==> src/rtl/auxch_pkg.sv <==
package auxch_pkg;
    localparam int WORD_W    = 32;
    localparam int BUF_WORDS = 4;
    localparam int BUF_BYTES = BUF_WORDS * 4;
    localparam int LEN_W     = $clog2(BUF_BYTES);
    localparam int CNT_W     = LEN_W + 1;
    localparam int WIDX_W    = $clog2(BUF_WORDS);
    localparam int NUM_IRQ   = 4;
    localparam int ERR_W     = 4;

    // register indices (word granularity)
    localparam int IDX_ADDR  = 0;
    localparam int IDX_CTRL  = 1;
    localparam int IDX_STAT  = 2;
    localparam int IDX_IEN   = 3;
    localparam int IDX_IPEND = 4;
    localparam int IDX_TX0   = 8;
    localparam int IDX_RX0   = 12;

    // control / status field positions
    localparam int CTRL_AO_BIT  = 8;
    localparam int CTRL_CMD_LSB = 12;
    localparam int CTRL_GO_BIT  = 16;
    localparam int STAT_ERR_LSB = 8;
    localparam int STAT_RPL_LSB = 16;
    localparam int STAT_HPD_BIT = 28;

    // interrupt source positions
    localparam int IRQ_DONE   = 0;
    localparam int IRQ_SINK   = 1;
    localparam int IRQ_UNPLUG = 2;
    localparam int IRQ_PLUG   = 3;

    typedef enum logic [2:0] {
        CMD_I2C_WR  = 3'd0,
        CMD_I2C_RD  = 3'd1,
        CMD_I2C_WSU = 3'd2,
        CMD_NAT_WR  = 3'd3,
        CMD_MOT_WR  = 3'd4,
        CMD_MOT_RD  = 3'd5,
        CMD_MOT_WSU = 3'd6,
        CMD_NAT_RD  = 3'd7
    } aux_cmd_e;

    localparam logic [2:0] RPL_ACK = 3'd0;

    typedef struct packed {
        logic             go;
        aux_cmd_e         cmd;
        logic             addr_only;
        logic [LEN_W-1:0] len_m1;
    } ctrl_t;

    function automatic logic cmd_is_read(aux_cmd_e c);
        return (c == CMD_I2C_RD) || (c == CMD_MOT_RD) || (c == CMD_NAT_RD);
    endfunction
endpackage

==> src/rtl/auxch_databuf.sv <==
module auxch_databuf #(
    parameter int WORDS = 4,
    parameter int WW    = 32,
    localparam int IW   = $clog2(WORDS)
) (
    input  logic                clk,
    input  logic                rst,
    input  logic                wr_en,
    input  logic [IW-1:0]       wr_idx,
    input  logic [WW-1:0]       wr_data,
    input  logic                ld_en,
    input  logic [WORDS*WW-1:0] ld_data,
    output logic [WORDS*WW-1:0] flat
);
    for (genvar w = 0; w < WORDS; w++) begin : g_word
        always_ff @(posedge clk) begin
            if (rst)
                flat[w*WW +: WW] <= '0;
            else if (ld_en)
                flat[w*WW +: WW] <= ld_data[w*WW +: WW];
            else if (wr_en && (wr_idx == IW'(w)))
                flat[w*WW +: WW] <= wr_data;
        end
    end
endmodule

==> src/rtl/auxch_irq.sv <==
module auxch_irq #(
    parameter int N = 4
) (
    input  logic         clk,
    input  logic         rst,
    input  logic [N-1:0] set_ev,
    input  logic         clr_we,
    input  logic [N-1:0] clr_mask,
    input  logic         en_we,
    input  logic [N-1:0] en_data,
    output logic [N-1:0] pend,
    output logic [N-1:0] en,
    output logic         irq
);
    always_ff @(posedge clk) begin
        if (rst) begin
            pend <= '0;
            en   <= '0;
        end else begin
            pend <= (pend & ~(clr_we ? clr_mask : '0)) | set_ev;
            if (en_we) en <= en_data;
        end
    end

    assign irq = |(pend & en);
endmodule

==> src/rtl/auxch_regfront.sv <==
module auxch_regfront
    import auxch_pkg::*;
#(
    parameter int ADDR_W = 20,
    parameter int BUS_AW = 6
) (
    input  logic                        clk,
    input  logic                        rst,
    input  logic                        bus_sel,
    input  logic                        bus_we,
    input  logic [BUS_AW-1:0]           bus_addr,
    input  logic [WORD_W-1:0]           bus_wdata,
    output logic [WORD_W-1:0]           bus_rdata,
    output logic                        eng_start,
    output logic [2:0]                  eng_cmd,
    output logic                        eng_addr_only,
    output logic [ADDR_W-1:0]           eng_addr,
    output logic [CNT_W-1:0]            eng_len,
    output logic [BUF_WORDS*WORD_W-1:0] eng_txdata,
    input  logic                        eng_done,
    input  logic [2:0]                  eng_reply,
    input  logic [CNT_W-1:0]            eng_rxcnt,
    input  logic [ERR_W-1:0]            eng_err,
    input  logic [BUF_WORDS*WORD_W-1:0] eng_rxdata,
    input  logic                        hpd,
    input  logic                        sink_irq,
    output logic                        irq_o
);
    localparam int IDX_W = BUS_AW - 2;

    logic [IDX_W-1:0]  idx;
    logic [WIDX_W-1:0] widx;
    logic              wr, wr_ctrl, wr_stat, wr_tx, rd_tx, rd_rx, busy, done_ev, rx_take;
    ctrl_t             ctrl_q;
    logic              start_q, hpd_q;
    logic [ADDR_W-1:0] addr_q;
    logic [2:0]        rpl_q;
    logic [CNT_W-1:0]  cnt_q;
    logic [ERR_W-1:0]  err_q;
    logic [NUM_IRQ-1:0] irq_set, irq_pend, irq_en;
    logic [BUF_WORDS*WORD_W-1:0] rx_flat;

    assign idx     = bus_addr[BUS_AW-1:2];
    assign widx    = idx[WIDX_W-1:0];
    assign wr      = bus_sel && bus_we && (bus_addr[1:0] == 2'b00);
    assign busy    = ctrl_q.go;
    assign wr_ctrl = wr && (idx == IDX_W'(IDX_CTRL)) && !busy;
    assign wr_stat = wr && (idx == IDX_W'(IDX_STAT));
    assign rd_tx   = idx[IDX_W-1:WIDX_W] == (IDX_W-WIDX_W)'(IDX_TX0 / BUF_WORDS);
    assign rd_rx   = idx[IDX_W-1:WIDX_W] == (IDX_W-WIDX_W)'(IDX_RX0 / BUF_WORDS);
    assign wr_tx   = wr && rd_tx && !busy;
    assign done_ev = busy && eng_done;
    assign rx_take = done_ev && cmd_is_read(ctrl_q.cmd) && (eng_reply == RPL_ACK);

    always_ff @(posedge clk) begin
        if (rst) begin
            ctrl_q  <= '0;
            start_q <= 1'b0;
            addr_q  <= '0;
            rpl_q   <= '0;
            cnt_q   <= '0;
            err_q   <= '0;
            hpd_q   <= 1'b0;
        end else begin
            hpd_q   <= hpd;
            start_q <= wr_ctrl && bus_wdata[CTRL_GO_BIT];
            if (wr && (idx == IDX_W'(IDX_ADDR)))
                addr_q <= bus_wdata[ADDR_W-1:0];
            if (wr_ctrl) begin
                ctrl_q.len_m1    <= bus_wdata[LEN_W-1:0];
                ctrl_q.addr_only <= bus_wdata[CTRL_AO_BIT];
                ctrl_q.cmd       <= aux_cmd_e'(bus_wdata[CTRL_CMD_LSB +: 3]);
                ctrl_q.go        <= bus_wdata[CTRL_GO_BIT];
            end else if (done_ev) begin
                ctrl_q.go <= 1'b0;
            end
            err_q <= (err_q & ~(wr_stat ? bus_wdata[STAT_ERR_LSB +: ERR_W] : '0))
                   | (done_ev ? eng_err : '0);
            if (done_ev) begin
                rpl_q <= eng_reply;
                cnt_q <= rx_take ? eng_rxcnt : '0;
            end
        end
    end

    auxch_databuf #(.WORDS(BUF_WORDS), .WW(WORD_W)) u_txbuf (
        .clk(clk), .rst(rst), .wr_en(wr_tx), .wr_idx(widx), .wr_data(bus_wdata),
        .ld_en(1'b0), .ld_data('0), .flat(eng_txdata)
    );

    auxch_databuf #(.WORDS(BUF_WORDS), .WW(WORD_W)) u_rxbuf (
        .clk(clk), .rst(rst), .wr_en(1'b0), .wr_idx('0), .wr_data('0),
        .ld_en(rx_take), .ld_data(eng_rxdata), .flat(rx_flat)
    );

    always_comb begin
        irq_set             = '0;
        irq_set[IRQ_DONE]   = done_ev;
        irq_set[IRQ_SINK]   = sink_irq;
        irq_set[IRQ_UNPLUG] = hpd_q && !hpd;
        irq_set[IRQ_PLUG]   = hpd && !hpd_q;
    end

    auxch_irq #(.N(NUM_IRQ)) u_irq (
        .clk(clk), .rst(rst), .set_ev(irq_set),
        .clr_we(wr && (idx == IDX_W'(IDX_IPEND))), .clr_mask(bus_wdata[NUM_IRQ-1:0]),
        .en_we(wr && (idx == IDX_W'(IDX_IEN))), .en_data(bus_wdata[NUM_IRQ-1:0]),
        .pend(irq_pend), .en(irq_en), .irq(irq_o)
    );

    assign eng_start     = start_q;
    assign eng_cmd       = ctrl_q.cmd;
    assign eng_addr_only = ctrl_q.addr_only;
    assign eng_addr      = addr_q;
    assign eng_len       = ctrl_q.addr_only ? '0 : ({1'b0, ctrl_q.len_m1} + CNT_W'(1));

    always_comb begin
        bus_rdata = '0;
        if (rd_tx)
            bus_rdata = eng_txdata[widx*WORD_W +: WORD_W];
        else if (rd_rx)
            bus_rdata = rx_flat[widx*WORD_W +: WORD_W];
        else begin
            case (idx)
                IDX_W'(IDX_ADDR): bus_rdata[ADDR_W-1:0] = addr_q;
                IDX_W'(IDX_CTRL): begin
                    bus_rdata[LEN_W-1:0]          = ctrl_q.len_m1;
                    bus_rdata[CTRL_AO_BIT]        = ctrl_q.addr_only;
                    bus_rdata[CTRL_CMD_LSB +: 3]  = ctrl_q.cmd;
                    bus_rdata[CTRL_GO_BIT]        = ctrl_q.go;
                end
                IDX_W'(IDX_STAT): begin
                    bus_rdata[CNT_W-1:0]             = cnt_q;
                    bus_rdata[STAT_ERR_LSB +: ERR_W] = err_q;
                    bus_rdata[STAT_RPL_LSB +: 3]     = rpl_q;
                    bus_rdata[STAT_HPD_BIT]          = hpd;
                end
                IDX_W'(IDX_IEN):   bus_rdata[NUM_IRQ-1:0] = irq_en;
                IDX_W'(IDX_IPEND): bus_rdata[NUM_IRQ-1:0] = irq_pend;
                default: bus_rdata = '0;
            endcase
        end
    end
endmodule

==> config.mk <==
export PLATFORM = sky130hd
export DESIGN_NAME = auxch_regfront
export DESIGN_NICKNAME = d
export VERILOG_FILES = /design/src/rtl/auxch_pkg.sv /design/src/rtl/auxch_databuf.sv /design/src/rtl/auxch_irq.sv /design/src/rtl/auxch_regfront.sv
export SDC_FILE = /design/constraint.sdc
export NUM_CORES = 1
export LEC_CHECK = 0
export ABC_CLOCK_PERIOD_IN_PS = 2820
export BUFFER_PORTS_ARGS = -buffer_cell sky130_fd_sc_hd__clkbuf_2
export CAP_MARGIN = 20
export CORE_ASPECT_RATIO = 1.75
export CORE_MARGIN = 8
export CORE_UTILIZATION = 45
export DETAILED_ROUTE_END_ITERATION = 10
export PLACE_DENSITY = 0.66
export REMOVE_ABC_BUFFERS = 1
export SLEW_MARGIN = 20
export SYNTH_ARGS = -nofsm -noshare
export SYNTH_HDL_FRONTEND = slang
export SYNTH_SLANG_ARGS = --single-unit
export TNS_END_PERCENT = 50
==> constraint.sdc <==
create_clock -name clk -period 2.82 [get_ports clk]
set_input_delay 0.705 -clock clk [delete_from_list [all_inputs] [get_ports clk]]
set_output_delay 0.705 -clock clk [all_outputs]
set_load 0.05 [all_outputs]
==> results.md, run 1 <==
- RSZ-0062 raised after global routing: yes
- Critical Path Fanout Max: 11
- VDD IR max: 0.000477 V
- WL/cell: 21.1 µm
- Clock-pin slew of the registers on the worst-case setup and hold paths: 70 ps
- Clock Sink Count: 307
- CTS tree: yes
- Crit path DAT: 2070 ps
- Most common flop cell mapped by yosys: dfxtp_1
- Via Count: 13100
- I/O pin cnt: 376
- Core Region: 0.0297 mm²
- Die ar.: 0.0359 mm²
- Clock skew: 18.0 ps
- Die height: 245 µm
- Area grow syn2layout: 30.0%
- Number of max-cap violations: 0
- Status: finished clean
- Post-layout nets: 2174
- Top-count cell post-synth: nand2_1
- Synth Cell Area: 0.0135 mm²
- Total leakage power: 0.00690 µW
- DRC: 0
- Synth Instances: 1623
- Post-synthesis register bit count: 307
- Area fraction of the dominant cell type after synthesis: 45.7%
- Hold Vio Cnt, Final: 0
- Critical Path RT: 2120 ps
- 1st-pass router iterations: 5
- Avg Inst Size Synth: 8.29 µm²
- Largest net degree at the start of global routing: 113
- Port Buffers: 375
- Sequential-to-total area share from yosys stat: 45.7%
- Post-synth EDFFs: 0
- Die width: 147 µm
- Vias in the first global route: 13200
- H-tree depth: 1
- Num rows: 84
- Crit share post-route: 98.5%
- Slew HR: 50.8%
- Slew Limit Fails: 0
- Root buffer cell: clkbuf_16
- Clock Path Buffers: 3
- Hold Crit Class: in -> reg
- Commonest cells post-synth: 569 x nand2_1, 307 x dfxtp_1, 289 x a21oi_1, 95 x mux2i_1, 72 x clkbuf_1
- Fin crit period: 2780 ps
- Setup tns final: 0 ps
- Top cells by area, synth: dfxtp_1 46%, nand2_1 16%, a21oi_1 11%, mux2i_1 7.1%, mux4_2 5.5%
- ANT nets after route: 0
- First-pass GRT wire length: 75.6 mm
- Post-CTS Hold Fix Bufs: 0
- Fraction of layout cells with a size suffix above 1: 28.6%
- Crit end category: output port
- Yosys top cell by area: dfxtp_1
- Max Clock Freq: 360 MHz
- Fillcell total: 2746
- DP Wirelength: 36.2 mm
- Iter 0 DRT Violations: 882
- Fin util: 58.8%
- TritonCTS Buffers: 28
- Synth cell types: 48
- Clk_lat worst skew: 560 ps
- Pwr per Cell Area: 523 mW/mm²
- Starting Density: 45.2%
- YS warnings: 0
- Worst hold margin: 360 ps
- DR vias/cell: 5.48
- GRT Total Usage: 26.9%
- Final number of setup-violating endpoints: 0
- Worst-Margin Slew: 728 ps
- Worst setup SP type: input port
- Worst setup path class: in -> out
- Ys async rst share: 0%
- Gpl congestion: 0.899
- Initial antenna violation count: 4
- GRT Residual Overflow: 0
- Final wirelength: 50.7 mm
## metal layers
layer | vias up | share of wire [%] | routed length [µm] | GRT usage, %
met3 | 157 | 6.8 | 3440 | 4.78
met1 | 6180 | 36 | 18200 | 29.3
met4 | 0 | 6.4 | 3260 | 16.9
met5 | - | 0 | 0 | 0
met2 | 570 | 51 | 25800 | 47.4
li1 | 6238 | - | - | -
## logic make-up (layout without fill, tap and decap cells)
logic type / count (synthesis) / in the layout / share of synthesized area, %
mux: 134 / 134 / 13.1
xor+xnor: 2 / 2 / 0.130
fa+ha+maj: 1 / 1 / 0.0930
buf+inv: 143 / 529 / 5.52
other cells: 0 / 3 / 0
simple gates: 668 / 668 / 20.3
compound gates: 368 / 368 / 15.2
flops: 307 / 307 / 45.7
## power by group
group	internal (µW)	leakage [µW]	switching [µW]
sequential	4340	0.00247	8.01
clock	2320	0.000460	1680
combinational	343	0.00397	462
## worst paths after layout
path | from | endpoint | slack, ps | depth (start not counted)
hold reg to reg | u_rxbuf.flat[99] | u_rxbuf.flat[99] | 450 | 2
hold / removal | sink_irq | u_irq.pend[1] | 360 | 3
setup reg to reg | busy | u_rxbuf.flat[8] | 820 | 5
setup / recovery | bus_addr[4] | bus_rdata[18] | 40 | 4
## cell usage in the layout, fill, tap and decap left out, drive strengths merged, types with 3 or more instances in the layout
master	count
nor2b	21
and2	3
nor4	5
clkbuf	401
mux2	6
o22a	4
a311oi	4
nand3	18
o21ai	7
o21a	5
bufinv	3
mux2i	95
or4	3
o22ai	5
o31ai	3
nand2	569
buf	122
a32o	5
nand2b	4
a21oi	289
diode	3
a22oi	44
mux4	33
nor2	31
dfxtp	307
## critical path: stages
cell and delay (ps):
clkbuf_4 190, or3_1 550, o21ai_0 300, clkbuf_2 320
## flip-flops by register name, indices dropped and copies added (netlist names), 4 cells and up
register	cells
err_q	4
cnt_q	5
eng_addr	20
u_rxbuf.flat	128
u_txbuf.flat	128
ctrl_q	4
u_irq.pend	4
u_irq.en	4
## layout make-up
| cell class | instances | area [µm²] | share of cell area, % |
|---|---|---|---|
| multi-input cells | 1173 | 6640 | 38.0 |
| flip-flops and latches | 307 | 6150 | 35.1 |
| repair buffers | 478 | 3260 | 18.7 |
| clock buffers | 46 | 850 | 4.86 |
| well taps | 387 | 484 | 2.77 |
| clock inverters | 5 | 103 | 0.586 |
| diodes | 3 | 7.51 | 0.0429 |
## metrics by stage
stage / worst slack, ps / area [µm²] / instances / power, µW
floorplan: -1190 / 12700 / 1480 / 4670
global placement: -46.7 / 16400 / 2341 / 5220
detailed placement: -59.2 / 16400 / 2341 / 5220
CTS: -0.293 / 17400 / 2393 / 9190
global route: -5.62 / 17500 / 2399 / 9420
finish: 41.2 / 17500 / 2399 / 9160
## what timing repair did
item	CTS	global route
cloned	1	2
resized for setup	8	12
buffers inserted	0	1
endpoints found under the setup margin	11	19
Power figures use the tool's default switching activity.
==> run 2: changes to the inputs <==
--- a/config.mk
+++ b/config.mk
@@ -14,8 +14,8 @@
 export DETAILED_ROUTE_END_ITERATION = 10
 export PLACE_DENSITY = 0.66
 export REMOVE_ABC_BUFFERS = 1
-export SLEW_MARGIN = 20
+export SETUP_SLACK_MARGIN = 0.1
+export SLEW_MARGIN = 40
 export SYNTH_ARGS = -nofsm -noshare
 export SYNTH_HDL_FRONTEND = slang
 export SYNTH_SLANG_ARGS = --single-unit
-export TNS_END_PERCENT = 50
==> run 2 against run 1 <==
Sequential share of layout area is 0.55 points lower. Sequential cell count is the same. Sequential power about the same. Via count rose by 0.88%. Largest power group unchanged. Fmax grew 2.9%. Die area unchanged. Critical endpoint is now bus_rdata[3]. Hold slack about the same. Final area rose by 1.6%. Core utilization is 0.95 points higher. Combinational power is 5.2% higher.
==> results.md, run 2 (same netlist as run 1, synthesis figures left out) <==
- Status: finished clean (unchanged)
- H-tree depth: 1 (unchanged)
- Crit end category: output port (unchanged)
- Clock Sink Count: 307 (unchanged)
- Iter 0 DRT Violations: 874 (was 882)
- Post-layout nets: 2183 (was 2174)
- Die ar.: 0.0359 mm² (unchanged)
- Critical Path RT: 2120 ps (about the same)
- Root buffer cell: clkbuf_16 (unchanged)
- Total leakage power: 0.00700 µW (was 0.00690 µW)
- Hold Vio Cnt, Final: 0 (unchanged)
- Worst Slack Setup Final: 119 ps (was 41.2 ps)
- GRT Residual Overflow: 0 (unchanged)
- Psw: 2170 µW (was 2150 µW)
- DP Area: 0.0164 mm² (unchanged)
- Vias in the first global route: 13200 (about the same)
- Hold Crit Class: in -> reg (unchanged)
- 1st-pass router iterations: 6 (was 5)
- WL/cell: 21.4 µm (was 21.1 µm)
- DRC: 0 (unchanged)
- Clock-pin slew of the registers on the worst-case setup and hold paths: 70 ps (about the same)
- Number of max-cap violations: 0 (unchanged)
- Via Count: 13300 (was 13100)
- Clock Path Buffers: 3 (unchanged)
- Design area: 0.0178 mm² (was 0.0175 mm²)
- Port Buffers: 375 (unchanged)
- DP Wirelength: 36.2 mm (unchanged)
- Largest net degree at the start of global routing: 113 (unchanged)
- Core Region: 0.0297 mm² (unchanged)
- Slew HR: 51.7% (was 50.8%)
- Area grow syn2layout: 32.1% (was 30.0%)
- Sw frac: 23.5% (about the same)
- Combinational share of power: 9.2% (was 8.8%)
- GRT Total Usage: 27.4% (was 26.9%)
- Most frequent cells in the layout: 569 x nand2_1, 343 x clkbuf_2, 306 x dfxtp_1 (was 569 x nand2_1, 350 x clkbuf_2, 307 x dfxtp_1)
- Fraction of layout cells with a size suffix above 1: 29.6% (was 28.6%)
- TritonCTS Buffers: 28 (unchanged)
- Gpl congestion: 0.899 (unchanged)
- ANT nets after route: 0 (unchanged)
- Final number of setup-violating endpoints: 0 (unchanged)
- Num rows: 84 (unchanged)
- VDD IR max: 0.000506 V (was 0.000477 V)
- Clk_lat worst skew: 560 ps (about the same)
- Fillcell total: 2718 (was 2746)
- Pwr per Cell Area: 518 mW/mm² (was 523 mW/mm²)
- First-pass GRT wire length: 76.7 mm (was 75.6 mm)
- Post-CTS Hold Fix Bufs: 0 (unchanged)
- Final wirelength: 51.6 mm (was 50.7 mm)
- Die width: 147 µm (unchanged)
- Starting Density: 45.2% (unchanged)
- Max Clock Freq: 370 MHz (was 360 MHz)
- Int Pwr: 7040 µW (was 7010 µW)
- CTS tree: yes (unchanged)
- Die height: 245 µm (unchanged)
- Critical Path Fanout Max: 13 (was 11)
- Placement-stage worst setup slack: -59.2 ps (unchanged)
- DR vias/cell: 5.51 (was 5.48)
- Initial antenna violation count: 4 (unchanged)
- Clk pwr share: 43.5% (was 43.7%)
- Fin crit period: 2700 ps (was 2780 ps)
- Worst-Margin Slew: 714 ps (was 728 ps)
- Seq pwr share: 47.3% (was 47.5%)
- Crit share post-route: 95.8% (was 98.5%)
- I/O pin cnt: 376 (unchanged)
- Commonest non-fill, non-tap cell in the layout: nand2_1 (unchanged)
- Total Power: 9210 µW (was 9160 µW)
- RSZ-0062 raised after global routing: yes (unchanged)
- Worst setup path class: in -> out (unchanged)
- Slew Limit Fails: 0 (unchanged)
- Crit path DAT: 2000 ps (was 2070 ps)
- Clock skew: 15.8 ps (was 18.0 ps)
- Worst setup SP type: input port (unchanged)
[run 2: timing repair]
item,4_1_cts,5_1_grt
pin swaps,2,6
setup buffers,2,5
gates resized for setup,34,28
cloned,5,1
setup endpoints to repair,31,25
[run 2: power groups by stage]
| stage | Clock, µW | Sequential (µW) | Combinational (µW) |
|---|---|---|---|
| 5_1_grt | 4230 | 4350 | 881 |
| 6_report | 4010 | 4350 | 847 |
| 3_5_place_dp | 0 | 4450 | 770 |
| 3_3_place_gp | 0 | 4450 | 766 |
| 2_1_floorplan | 0 | 4460 | 207 |
| 4_1_cts | 4050 | 4350 | 823 |
[run 2: area by class of cell]
cell class	instances	area (µm²)	area share (%)
clock inverters	5	103	0.577
well taps	387	484	2.72
flip-flops and latches	307	6150	34.6
multi-input cells	1173	6690	37.6
clock buffers	46	850	4.78
diodes	3	7.51	0.0422
repair buffers	487	3500	19.7
[run 2: stage by stage]
stage	setup TNS (ps)	cells	util [%]	hold WS, ps
after CTS	0	2399	59.3	341
final	0	2408	59.8	361
after floorplan	-158210	1480	-	427
after global routing	0	2408	59.8	359
after global placement	-198	2341	55.1	440
after detailed placement	-244	2341	55.1	444
[run 2: worst paths after layout]
path                                    endpoint  cells after the start              from  slack (ps)
worst min-delay path               u_irq.pend[1]                      3          sink_irq         360
worst max register to register  u_rxbuf.flat[79]                      6        eng_cmd[0]         850
worst min register to register  u_rxbuf.flat[61]                      2  u_rxbuf.flat[61]         450
worst max-delay path                bus_rdata[3]                      8       bus_addr[3]         120
[run 2: per-layer routing]
layer | track usage [%] | share of wire (%)
met5 | 0 | 0
met4 | 17.5 | 6.5
met3 | 5.03 | 7.3
met2 | 48.5 | 51
met1 | 29.5 | 35
[run 2: critical path, cell delays in order]
cell and delay, ps:
buf_16 130, buf_12 150, buf_4 150, mux2i_1 110, o21a_1 170, o22ai_1 150, o21a_1 210, clkbuf_8 210
